===== src/rtl/i2c_tgt_pkg.sv =====
package i2c_tgt_pkg;
  localparam int unsigned ADDR_W = 7;
  localparam int unsigned DATA_W = 8;

  typedef enum logic [2:0] {
    ST_IDLE,
    ST_ADDR,
    ST_ADDR_ACK,
    ST_WR,
    ST_WR_ACK,
    ST_RD,
    ST_RD_ACK,
    ST_SKIP
  } tgt_state_e;

  localparam logic [ADDR_W-1:0] GEN_CALL_ADDR = '0;
endpackage


===== src/rtl/i2c_tgt_filt.sv =====
module i2c_tgt_filt #(
  parameter int unsigned SYNC_W = 2,
  parameter int unsigned WIN_W  = 3
) (
  input  logic clk_i,
  input  logic rst_ni,
  input  logic d_i,
  output logic q_o
);
  logic [SYNC_W-1:0] sync_q;
  logic [WIN_W-1:0]  win_q;
  logic              q_q;

  always_ff @(posedge clk_i or negedge rst_ni) begin
    if (!rst_ni) begin
      sync_q <= '1;
      win_q  <= '1;
      q_q    <= 1'b1;
    end else begin
      sync_q <= {sync_q[SYNC_W-2:0], d_i};
      win_q  <= {win_q[WIN_W-2:0], sync_q[SYNC_W-1]};
      if (&win_q)       q_q <= 1'b1;
      else if (~|win_q) q_q <= 1'b0;
    end
  end

  assign q_o = q_q;
endmodule


===== src/rtl/i2c_tgt_cond.sv =====
module i2c_tgt_cond (
  input  logic clk_i,
  input  logic rst_ni,
  input  logic scl_i,
  input  logic sda_i,
  output logic scl_rise_o,
  output logic scl_fall_o,
  output logic start_o,
  output logic stop_o
);
  logic scl_q, sda_q;

  always_ff @(posedge clk_i or negedge rst_ni) begin
    if (!rst_ni) begin
      scl_q <= 1'b1;
      sda_q <= 1'b1;
    end else begin
      scl_q <= scl_i;
      sda_q <= sda_i;
    end
  end

  assign scl_rise_o = scl_i & ~scl_q;
  assign scl_fall_o = ~scl_i & scl_q;
  // framing only counts while the clock stays high across the data edge
  assign start_o    = scl_i & scl_q & sda_q & ~sda_i;
  assign stop_o     = scl_i & scl_q & ~sda_q & sda_i;
endmodule


===== src/rtl/i2c_tgt_fsm.sv =====
module i2c_tgt_fsm
  import i2c_tgt_pkg::*;
(
  input  logic              clk_i,
  input  logic              rst_ni,
  input  logic              scl_rise_i,
  input  logic              scl_fall_i,
  input  logic              start_i,
  input  logic              stop_i,
  input  logic              sda_i,
  input  logic [ADDR_W-1:0] dev_addr_i,
  input  logic [DATA_W-1:0] rd_data_i,
  output logic              sda_oe_o,
  output logic              wr_valid_o,
  output logic [DATA_W-1:0] wr_data_o,
  output logic              rd_req_o
);
  localparam int unsigned CNT_W = $clog2(DATA_W + 1);
  localparam logic [CNT_W-1:0] CNT_FULL = CNT_W'(DATA_W);
  localparam logic [CNT_W-1:0] CNT_LAST = CNT_W'(DATA_W - 1);

  tgt_state_e        st_q;
  logic [CNT_W-1:0]  cnt_q;
  logic [DATA_W-1:0] sh_q, wdata_q;
  logic              oe_q, wv_q, rr_q, rw_q, mack_q;
  logic              gen_call, addr_hit;

  assign gen_call = (sh_q[DATA_W-1:1] == GEN_CALL_ADDR) && !sh_q[0];
  assign addr_hit = (sh_q[DATA_W-1:1] == dev_addr_i) && !gen_call;

  always_ff @(posedge clk_i or negedge rst_ni) begin
    if (!rst_ni) begin
      st_q    <= ST_IDLE;
      cnt_q   <= '0;
      sh_q    <= '0;
      wdata_q <= '0;
      oe_q    <= 1'b0;
      wv_q    <= 1'b0;
      rr_q    <= 1'b0;
      rw_q    <= 1'b0;
      mack_q  <= 1'b0;
    end else begin
      wv_q <= 1'b0;
      rr_q <= 1'b0;
      if (start_i) begin
        st_q  <= ST_ADDR;
        cnt_q <= '0;
        oe_q  <= 1'b0;
      end else if (stop_i) begin
        st_q  <= ST_IDLE;
        cnt_q <= '0;
        oe_q  <= 1'b0;
      end else begin
        case (st_q)
          ST_ADDR: begin
            if (scl_rise_i) begin
              sh_q  <= {sh_q[DATA_W-2:0], sda_i};
              cnt_q <= cnt_q + 1'b1;
            end else if (scl_fall_i && cnt_q == CNT_FULL) begin
              rw_q <= sh_q[0];
              if (addr_hit) begin
                st_q <= ST_ADDR_ACK;
                oe_q <= 1'b1;
              end else begin
                st_q <= ST_SKIP;
              end
            end
          end
          ST_ADDR_ACK: begin
            if (scl_fall_i) begin
              cnt_q <= '0;
              if (rw_q) begin
                st_q <= ST_RD;
                sh_q <= rd_data_i;
                oe_q <= ~rd_data_i[DATA_W-1];
                rr_q <= 1'b1;
              end else begin
                st_q <= ST_WR;
                oe_q <= 1'b0;
              end
            end
          end
          ST_WR: begin
            if (scl_rise_i) begin
              sh_q  <= {sh_q[DATA_W-2:0], sda_i};
              cnt_q <= cnt_q + 1'b1;
            end else if (scl_fall_i && cnt_q == CNT_FULL) begin
              wdata_q <= sh_q;
              wv_q    <= 1'b1;
              oe_q    <= 1'b1;
              st_q    <= ST_WR_ACK;
            end
          end
          ST_WR_ACK: begin
            if (scl_fall_i) begin
              oe_q  <= 1'b0;
              cnt_q <= '0;
              st_q  <= ST_WR;
            end
          end
          ST_RD: begin
            if (scl_fall_i) begin
              if (cnt_q == CNT_LAST) begin
                oe_q <= 1'b0;
                st_q <= ST_RD_ACK;
              end else begin
                sh_q  <= {sh_q[DATA_W-2:0], 1'b0};
                oe_q  <= ~sh_q[DATA_W-2];
                cnt_q <= cnt_q + 1'b1;
              end
            end
          end
          ST_RD_ACK: begin
            if (scl_rise_i) begin
              mack_q <= ~sda_i;
            end else if (scl_fall_i) begin
              cnt_q <= '0;
              if (mack_q) begin
                st_q <= ST_RD;
                sh_q <= rd_data_i;
                oe_q <= ~rd_data_i[DATA_W-1];
                rr_q <= 1'b1;
              end else begin
                st_q <= ST_SKIP;
              end
            end
          end
          default: ;
        endcase
      end
    end
  end

  assign sda_oe_o   = oe_q;
  assign wr_valid_o = wv_q;
  assign wr_data_o  = wdata_q;
  assign rd_req_o   = rr_q;
endmodule


===== src/rtl/i2c_tgt.sv =====
module i2c_tgt
  import i2c_tgt_pkg::*;
(
  input  logic              clk_i,
  input  logic              rst_ni,
  input  logic              scl_i,
  input  logic              sda_i,
  input  logic [ADDR_W-1:0] dev_addr_i,
  input  logic [DATA_W-1:0] rd_data_i,
  output logic              sda_oe_o,
  output logic              wr_valid_o,
  output logic [DATA_W-1:0] wr_data_o,
  output logic              rd_req_o
);
  logic [1:0] raw, flt;
  logic       scl_flt, sda_flt;
  logic       scl_rise, scl_fall, start_ev, stop_ev;

  assign raw = {scl_i, sda_i};

  for (genvar i = 0; i < 2; i++) begin : g_line
    i2c_tgt_filt #(.SYNC_W(2), .WIN_W(3)) u_filt (
      .clk_i (clk_i),
      .rst_ni(rst_ni),
      .d_i   (raw[i]),
      .q_o   (flt[i])
    );
  end

  assign scl_flt = flt[1];
  assign sda_flt = flt[0];

  i2c_tgt_cond u_cond (
    .clk_i     (clk_i),
    .rst_ni    (rst_ni),
    .scl_i     (scl_flt),
    .sda_i     (sda_flt),
    .scl_rise_o(scl_rise),
    .scl_fall_o(scl_fall),
    .start_o   (start_ev),
    .stop_o    (stop_ev)
  );

  i2c_tgt_fsm u_fsm (
    .clk_i     (clk_i),
    .rst_ni    (rst_ni),
    .scl_rise_i(scl_rise),
    .scl_fall_i(scl_fall),
    .start_i   (start_ev),
    .stop_i    (stop_ev),
    .sda_i     (sda_flt),
    .dev_addr_i(dev_addr_i),
    .rd_data_i (rd_data_i),
    .sda_oe_o  (sda_oe_o),
    .wr_valid_o(wr_valid_o),
    .wr_data_o (wr_data_o),
    .rd_req_o  (rd_req_o)
  );
endmodule


===== config.mk =====
export PLATFORM = sky130hd
export DESIGN_NAME = i2c_tgt
export DESIGN_NICKNAME = d
export VERILOG_FILES = /design/src/rtl/i2c_tgt_pkg.sv /design/src/rtl/i2c_tgt_filt.sv /design/src/rtl/i2c_tgt_cond.sv /design/src/rtl/i2c_tgt_fsm.sv /design/src/rtl/i2c_tgt.sv
export SDC_FILE = /design/constraint.sdc
export NUM_CORES = 1
export LEC_CHECK = 0
export ABC_CLOCK_PERIOD_IN_PS = 1900
export BUFFER_PORTS_ARGS = -buffer_cell sky130_fd_sc_hd__buf_2
export CAP_MARGIN = 20
export CORE_UTILIZATION = 53
export CTS_BUF_LIST = sky130_fd_sc_hd__clkbuf_8
export CTS_CLUSTER_SIZE = 24
export DETAILED_ROUTE_END_ITERATION = 7
export PLACE_DENSITY = 0.78
export REMOVE_ABC_BUFFERS = 1
export SYNTH_ARGS = -nofsm -noshare
export SYNTH_HDL_FRONTEND = slang
export SYNTH_SLANG_ARGS = --single-unit

===== constraint.sdc =====
create_clock -name clk_i -period 1.9 [get_ports clk_i]
set_input_delay 0.285 -clock clk_i [delete_from_list [all_inputs] [get_ports clk_i]]
set_output_delay 0.285 -clock clk_i [all_outputs]
set_load 0.03 [all_outputs]

Yosys cells after proc, flatten, opt, wreduce, memory -nomap -nowiden
Cells that the tools add are included.

Bits in registers: 42. Output and inout port bits: 11. Logic and storage cells: 155. Bits of input ports: 19.

Eq/ne operators: 33. Bitwise operators: 16. Reduce and logical (&&, ||, !) cells: 22. Mux-type cells: 66. $add $sub $neg: 1.

Operators by type and width (number): 8-bit 2-to-1 mux (8); 3-bit 2-to-1 mux (14); 4-bit by 3-bit != test with 1-bit output (second input constant) (9); 8-bit case mux with 4 select lines (1); 1-bit 2-to-1 mux (31); 4-bit 2-to-1 mux (7); 11-bit AND reduction (2); 3-bit case mux with 6 select lines (1); 2-bit by 1-bit != test with 1-bit output (second input constant) (8); 4-bit != test (second input constant) (4); 4-bit case mux with 4 select lines (1); 5-bit AND reduction (3); 12-bit AND reduction (1); 3-bit == test (second input constant) (3); 1-bit inverter (9); 8-bit nonzero test (1); 1-bit AND (7); 7-bit == test (1); 7-bit logical NOT (1); 3-bit by 2-bit == test with 1-bit output (second input constant) (2); 1-bit case mux with 6 select lines (1); 3-bit AND reduction (2); 6-bit nonzero test (1); 3-bit OR reduction (2); 13 further kinds (18).

Logic depth before layout (Yosys ltp)
Depth after elaboration: 10. Gate-level depth with buffers: 7.

Hierarchy
A second synthesis with hierarchy kept.

Cell total of the unflattened synthesis: 190. Area, all modules: 2164.6 um2.

Modules (own cells, without submodules): i2c_tgt_fsm (cells each 164, area each 1726.7 um2, instances 1); i2c_tgt_filt (cells each 10, area each 176.4 um2, instances 2); i2c_tgt_cond (cells each 6, area each 85.1 um2, instances 1).

Worst setup path before layout
No wires, ideal clock.

Path kind: register to register. Start point: register g_line[1].u_filt.q_q. End point: register u_fsm.sh_q[0]. Arrival time: 1821 ps. Stages on the path, launching flop included: 5. Data required time: 1775 ps. Period minus slack after synthesis: 1946 ps. Buffers on the path: 0. Path slack: -46 ps. Cells stage by stage: dfstp_2 -> or2b_1 -> o2bb2ai_2 -> nor4b_4 -> mux2_2.

Word-level cells in the longest chain between the ends: 5. Elaborated cells on any way between the ends: 16. Classes of those cells: eq/ne: 5; bitwise: 10; reduce/logical: 1.

RTL lines: start, declared (line i2c_tgt_filt.sv:12) `logic q_q;`; start signal, assigned (line i2c_tgt_filt.sv:18) `q_q <= 1'b1;`; start signal, assigned (line i2c_tgt_filt.sv:22) `if (&win_q) q_q <= 1'b1;`; start signal, assigned (line i2c_tgt_filt.sv:23) `else if (~|win_q) q_q <= 1'b0;`; 1-bit AND (line i2c_tgt_cond.sv:26, i2c_tgt_cond.sv:27); 1-bit AND (on tied branches) (2 in a row) (line i2c_tgt_cond.sv:27, i2c_tgt_cond.sv:26); 1-bit inverter (no line); 11-bit AND reduction (no line) *; end signal, assigned (line i2c_tgt_fsm.sv:57) `sh_q <= {sh_q[DATA_W-2:0], sda_i};`; end signal, assigned (line i2c_tgt_fsm.sv:74) `sh_q <= rd_data_i;`; end signal, assigned (line i2c_tgt_fsm.sv:85) `sh_q <= {sh_q[DATA_W-2:0], sda_i};`; end, declared (line i2c_tgt_fsm.sv:24) `logic [DATA_W-1:0] sh_q, wdata_q;`.

Mark *: on every way between the ends. The rest lies on a longest branch, timed or not. A chain may end at the register's enable or synchronous reset.

Worst setup path in the final report
Start point: register g_line[1].u_filt.q_q. End point: register u_fsm.wdata_q[5], in the netlist u_fsm.wr_data_o[5].

Word-level cells in the longest chain between the ends: 5. Elaborated cells on any way between the ends: 13. Classes of those cells: bitwise: 11; reduce/logical: 2.

RTL lines: 1-bit AND (line i2c_tgt_cond.sv:26, i2c_tgt_cond.sv:27); 1-bit AND (on tied branches) (2 in a row) (line i2c_tgt_cond.sv:27, i2c_tgt_cond.sv:26); 1-bit inverter (no line); 5-bit AND reduction (no line) *; end signal, assigned (line i2c_tgt_fsm.sv:88) `wdata_q <= sh_q;`; end, declared (line i2c_tgt_fsm.sv:24).

Marked as above.

==> parameters.txt <==
Parameter                              Value

GRT
  Antenna violations before repair ... 0
  Vias in the first global route ... ~1,600
  Maximum number of pins on one net before global-route repair ... 43
  Wire length of the first global-routing pass ... about 7400 um
  Total congestion overflow after global routing ... 0
  Overall routing resource usage ... 23.4%

STA
  Relative max-transition margin ... between 60% and 70%
  Setup repair after global routing missed its margin ... true
  Number of hold violations in the final report ... 0
  Minimum period implied by the final worst setup slack ... 1840 ps
  Total setup violations reported at the end of the flow ... 0
  Fraction of the cycle the final worst path needs ... 96.9%
  Worst hold slack ... 42.3 ps
  Final number of max-transition violations ... 0
  Worst Clk Skew ... 5.81 ps
  Transition time at the pin with the least slew margin ... 520 ps
  Top achievable clock speed ... 0.543 GHz

Pwr
  Switching power total ... around 1.3 mW
  Part of the power in combinational logic ... around 44%
  Cell-internal power ... 2.28 mW
  Proportion of total power due to net switching ... about 36%
  Leakage power ... 1.25 nW
  Maximum VDD drop ... 0.000782 V
  Clock power frac ... 19.7%
  Power Density ... 1350 nW/um^2
  Part of the total power dissipated in sequential elements ... 36.3%

Layout
  Area of the multi-input gates ... 1010 sq um
  Filler cell count ... 266
  Diodes inserted ... 0
  Flip-flop and latch area ... 1070 sq um
  Share of the core filled with cells ... between 70% and 80%
  Area growth, synth to finish ... 25.5%
  Non-filler instance count after layout ... roughly 290
  Share of final-layout standard cells stronger than drive strength 1 ... 47.3%
  Nets ... 263
  Post-layout instance area ... 2630 sq um

CTS
  Worst-skew pair later-pin latency ... 300 ps
  Number of CTS-inserted buffers ... 5
  Largest buffer count on any clock path ... 2
  Number of clock sinks seen by CTS ... 42
  Clk pin slew, worst setup/hold paths ... around 80 ps
  CTS tree ... yes
  Root Buffer ... clkbuf_8
  CTS H-Tree Depth ... 2

Synthesis
  Part of the Yosys area used for sequential elements ... 50.9%
  Synthesis-stage register bit count ... between 40 and 50
  Syn. warnings ... 0
  Number of library cell types mapped by synthesis ... 42
  Number of synthesized flops with an enable pin ... 0
  Area share of the largest cell type after synthesis ... approximately a third
  Mapped Area ... 2100 sq um
  Syn avg cell area ... 11.3 sq um
  Library cell with the largest summed area after synthesis ... dfrtp_1
  Instance count of the mapped netlist ... 186
  Async SR Flop Fraction ... 100%
  Main area contributors after synthesis ... dfrtp_1, dfstp_2, mux2_2
  Predominant post-synthesis flop cell ... dfrtp_1

Floorplan
  Number of primary I/O pins ... 30
  Die Ht ... 64.9 um
  Standard cell core area ... 3720 sq um
  DIE AREA ... 4210 sq um
  Number of placement rows ... 22
  Initial standard-cell utilization of the core ... 56.5%
  Width of the die ... 64.9 um

Setup path
  Arrival time of data at the critical path endpoint ... 2030 ps
  Worst flop-to-flop path startpoint ... g_line[1].u_filt.q_o$_DFFE_PN1P_
  Worst setup EP type ... flip-flop
  Endpoint of the most critical register-to-register path ... u_fsm.wr_data_o[5]$_DFFE_PN0P_
  Worst-case reg-to-reg path depth ... 7
  Startpoint kind of the worst setup timing path ... flip-flop
  Worst reg-to-reg setup slack ... 60 ps
  Worst Path Max Fanout ... 6
  Category of the critical setup timing path ... reg -> reg
  Required time of the worst setup path ... around 2100 ps

Drt
  Average via count per standard cell ... 5.57
  First-pass detailed-route iteration total ... 4
  Vias ... 1,620
  Post-detailed-route DRC marker count ... 0
  WL/cell ... 15.3 um
  Total routed wirelength ... 4460 um
  Remaining antenna violation count ... 0
  Iteration-0 DRC count of the detailed router ... 89

Place
  DP Area ... ~2500 sq um
  Final weighted congestion in routability-driven placement ... 0.881
  PortBufs ... 29
  Hpwl dp ... 3130 um
  DP Cell Count ... 281

Flow run
  Max capacitance violation total ... 0

Status
  Status ... finished clean

Worst hold path
  Type of the most critical hold path ... in -> async
power by group through the flow:
stage	combinational (mW)	sequential [mW]	clock [mW]
floorplan	0.870	1.35	0
global placement	1.41	1.28	0
detailed placement	1.45	1.29	0
CTS	1.50	1.28	0.709
global route	1.72	1.31	0.747
finish	1.56	1.29	0.699
cells by family after synthesis:
| group | after synthesis | synth area share (%) |
|---|---|---|
| and+or+nand+nor | 49 | 13.4 |
| DFF | 42 | 50.9 |
| AOI/OAI and AO/OA | 40 | 13.0 |
| muxes | 27 | 14.4 |
| buffers and inverters | 16 | 2.98 |
| xor gates and xnor gates | 10 | 4.17 |
| adders and majority gates | 2 | 1.19 |
critical path, stage by stage (launching register included):
cell	delay (ps)
dfstp_2	560
buf_6	100
and2b_4	180
buf_4	150
and2_1	150
and3_4	180
buf_4	160
mux2_2	260
routing by layer:
layer,track usage (%),wire length [um],vias to the layer above
met5,0,0,-
met4,9.72,91,0
met3,5.28,224,8
met2,36.7,2150,58
met1,30.9,2000,769
li1,-,-,785
sequential cells by signal, summed over array words and instances, names as in the netlist:
signal / flops
u_fsm.mack_q: 1
u_fsm.cnt_q: 4
u_fsm.wr_valid_o: 1
u_cond.scl_q: 1
g_line.u_filt.win_q: 6
u_cond.sda_q: 1
u_fsm.st_q: 3
u_fsm.rd_req_o: 1
u_fsm.wr_data_o: 8
g_line.u_filt.q_o: 2
u_fsm.sda_oe_o: 1
u_fsm.rw_q: 1
u_fsm.sh_q: 8
g_line.u_filt.sync_q: 4
how the worst max path moves through the flow:
stage	start	depth (start not counted)	slack, ps	end
final	g_line[1].u_filt.q_o$_DFFE_PN1P_	7	60	u_fsm.wr_data_o[5]$_DFFE_PN0P_
after global routing	u_fsm.cnt_q[1]$_DFFE_PN0P_	7	-50	u_fsm.st_q[2]$_DFFE_PN0P_
after CTS	g_line[1].u_filt.q_o$_DFFE_PN1P_	7	10	u_fsm.wr_data_o[5]$_DFFE_PN0P_
after detailed placement	g_line[1].u_filt.q_o$_DFFE_PN1P_	4	-170	u_fsm.sh_q[7]$_DFFE_PN0P_
after global placement	g_line[1].u_filt.q_o$_DFFE_PN1P_	4	-80	u_fsm.sh_q[5]$_DFFE_PN0P_
after floorplan	u_fsm.st_q[0]$_DFFE_PN0P_	4	-50	u_fsm.sh_q[0]$_DFFE_PN0P_
stage by stage:
step	setup TNS, ps	power (mW)	setup WS [ps]
floorplan	-367	2.22	-52.4
detailed placement	-1080	2.75	-168
finish	0	3.55	58.8
CTS	0	3.48	9.55
global placement	-583	2.69	-84.0
global route	-59.7	3.78	-47.2
area by class of cell:
cell class	instances	share of cell area [%]
multi-input combinational	128	38.2
sequential	42	40.6
tap	48	2.28
clock buffer	5	2.61
timing repair buffer	56	13.5
clock inverter	3	1.52
inverter	9	1.28
cell usage in the layout (no fill, tap or decap), types with 3 or more instances in the layout:
master / instances
buf_4: 25
a21oi_1: 7
a22o_1: 3
dfstp_2: 14
mux2_2: 25
nor2_1: 9
dfrtp_1: 27
nand2_1: 9
o21ai_0: 8
clkbuf_8: 5
inv_1: 10
nor4_1: 3
a31oi_1: 3
buf_2: 29
nand3_1: 7
xor2_1: 8
Yosys cell counts (all sizes together) (3+ instances only):
master,n
nor2b,3
mux2,25
nor4,3
dfrtp,28
nor2,9
inv,9
nand2,10
clkbuf,5
a21oi,8
a22o,3
nand3,7
xor2,8
o21ai,10
a31oi,3
dfstp,14
what timing repair did:
| item | CTS | global route |
|---|---|---|
| hold buffers | 0 | 0 |
| buffers inserted | 2 | 0 |
| pin swaps | 1 | 0 |
| setup endpoints to repair | 7 | 16 |
| resized for setup | 0 | 13 |
Note: power is estimated with default switching activity, not from simulation.
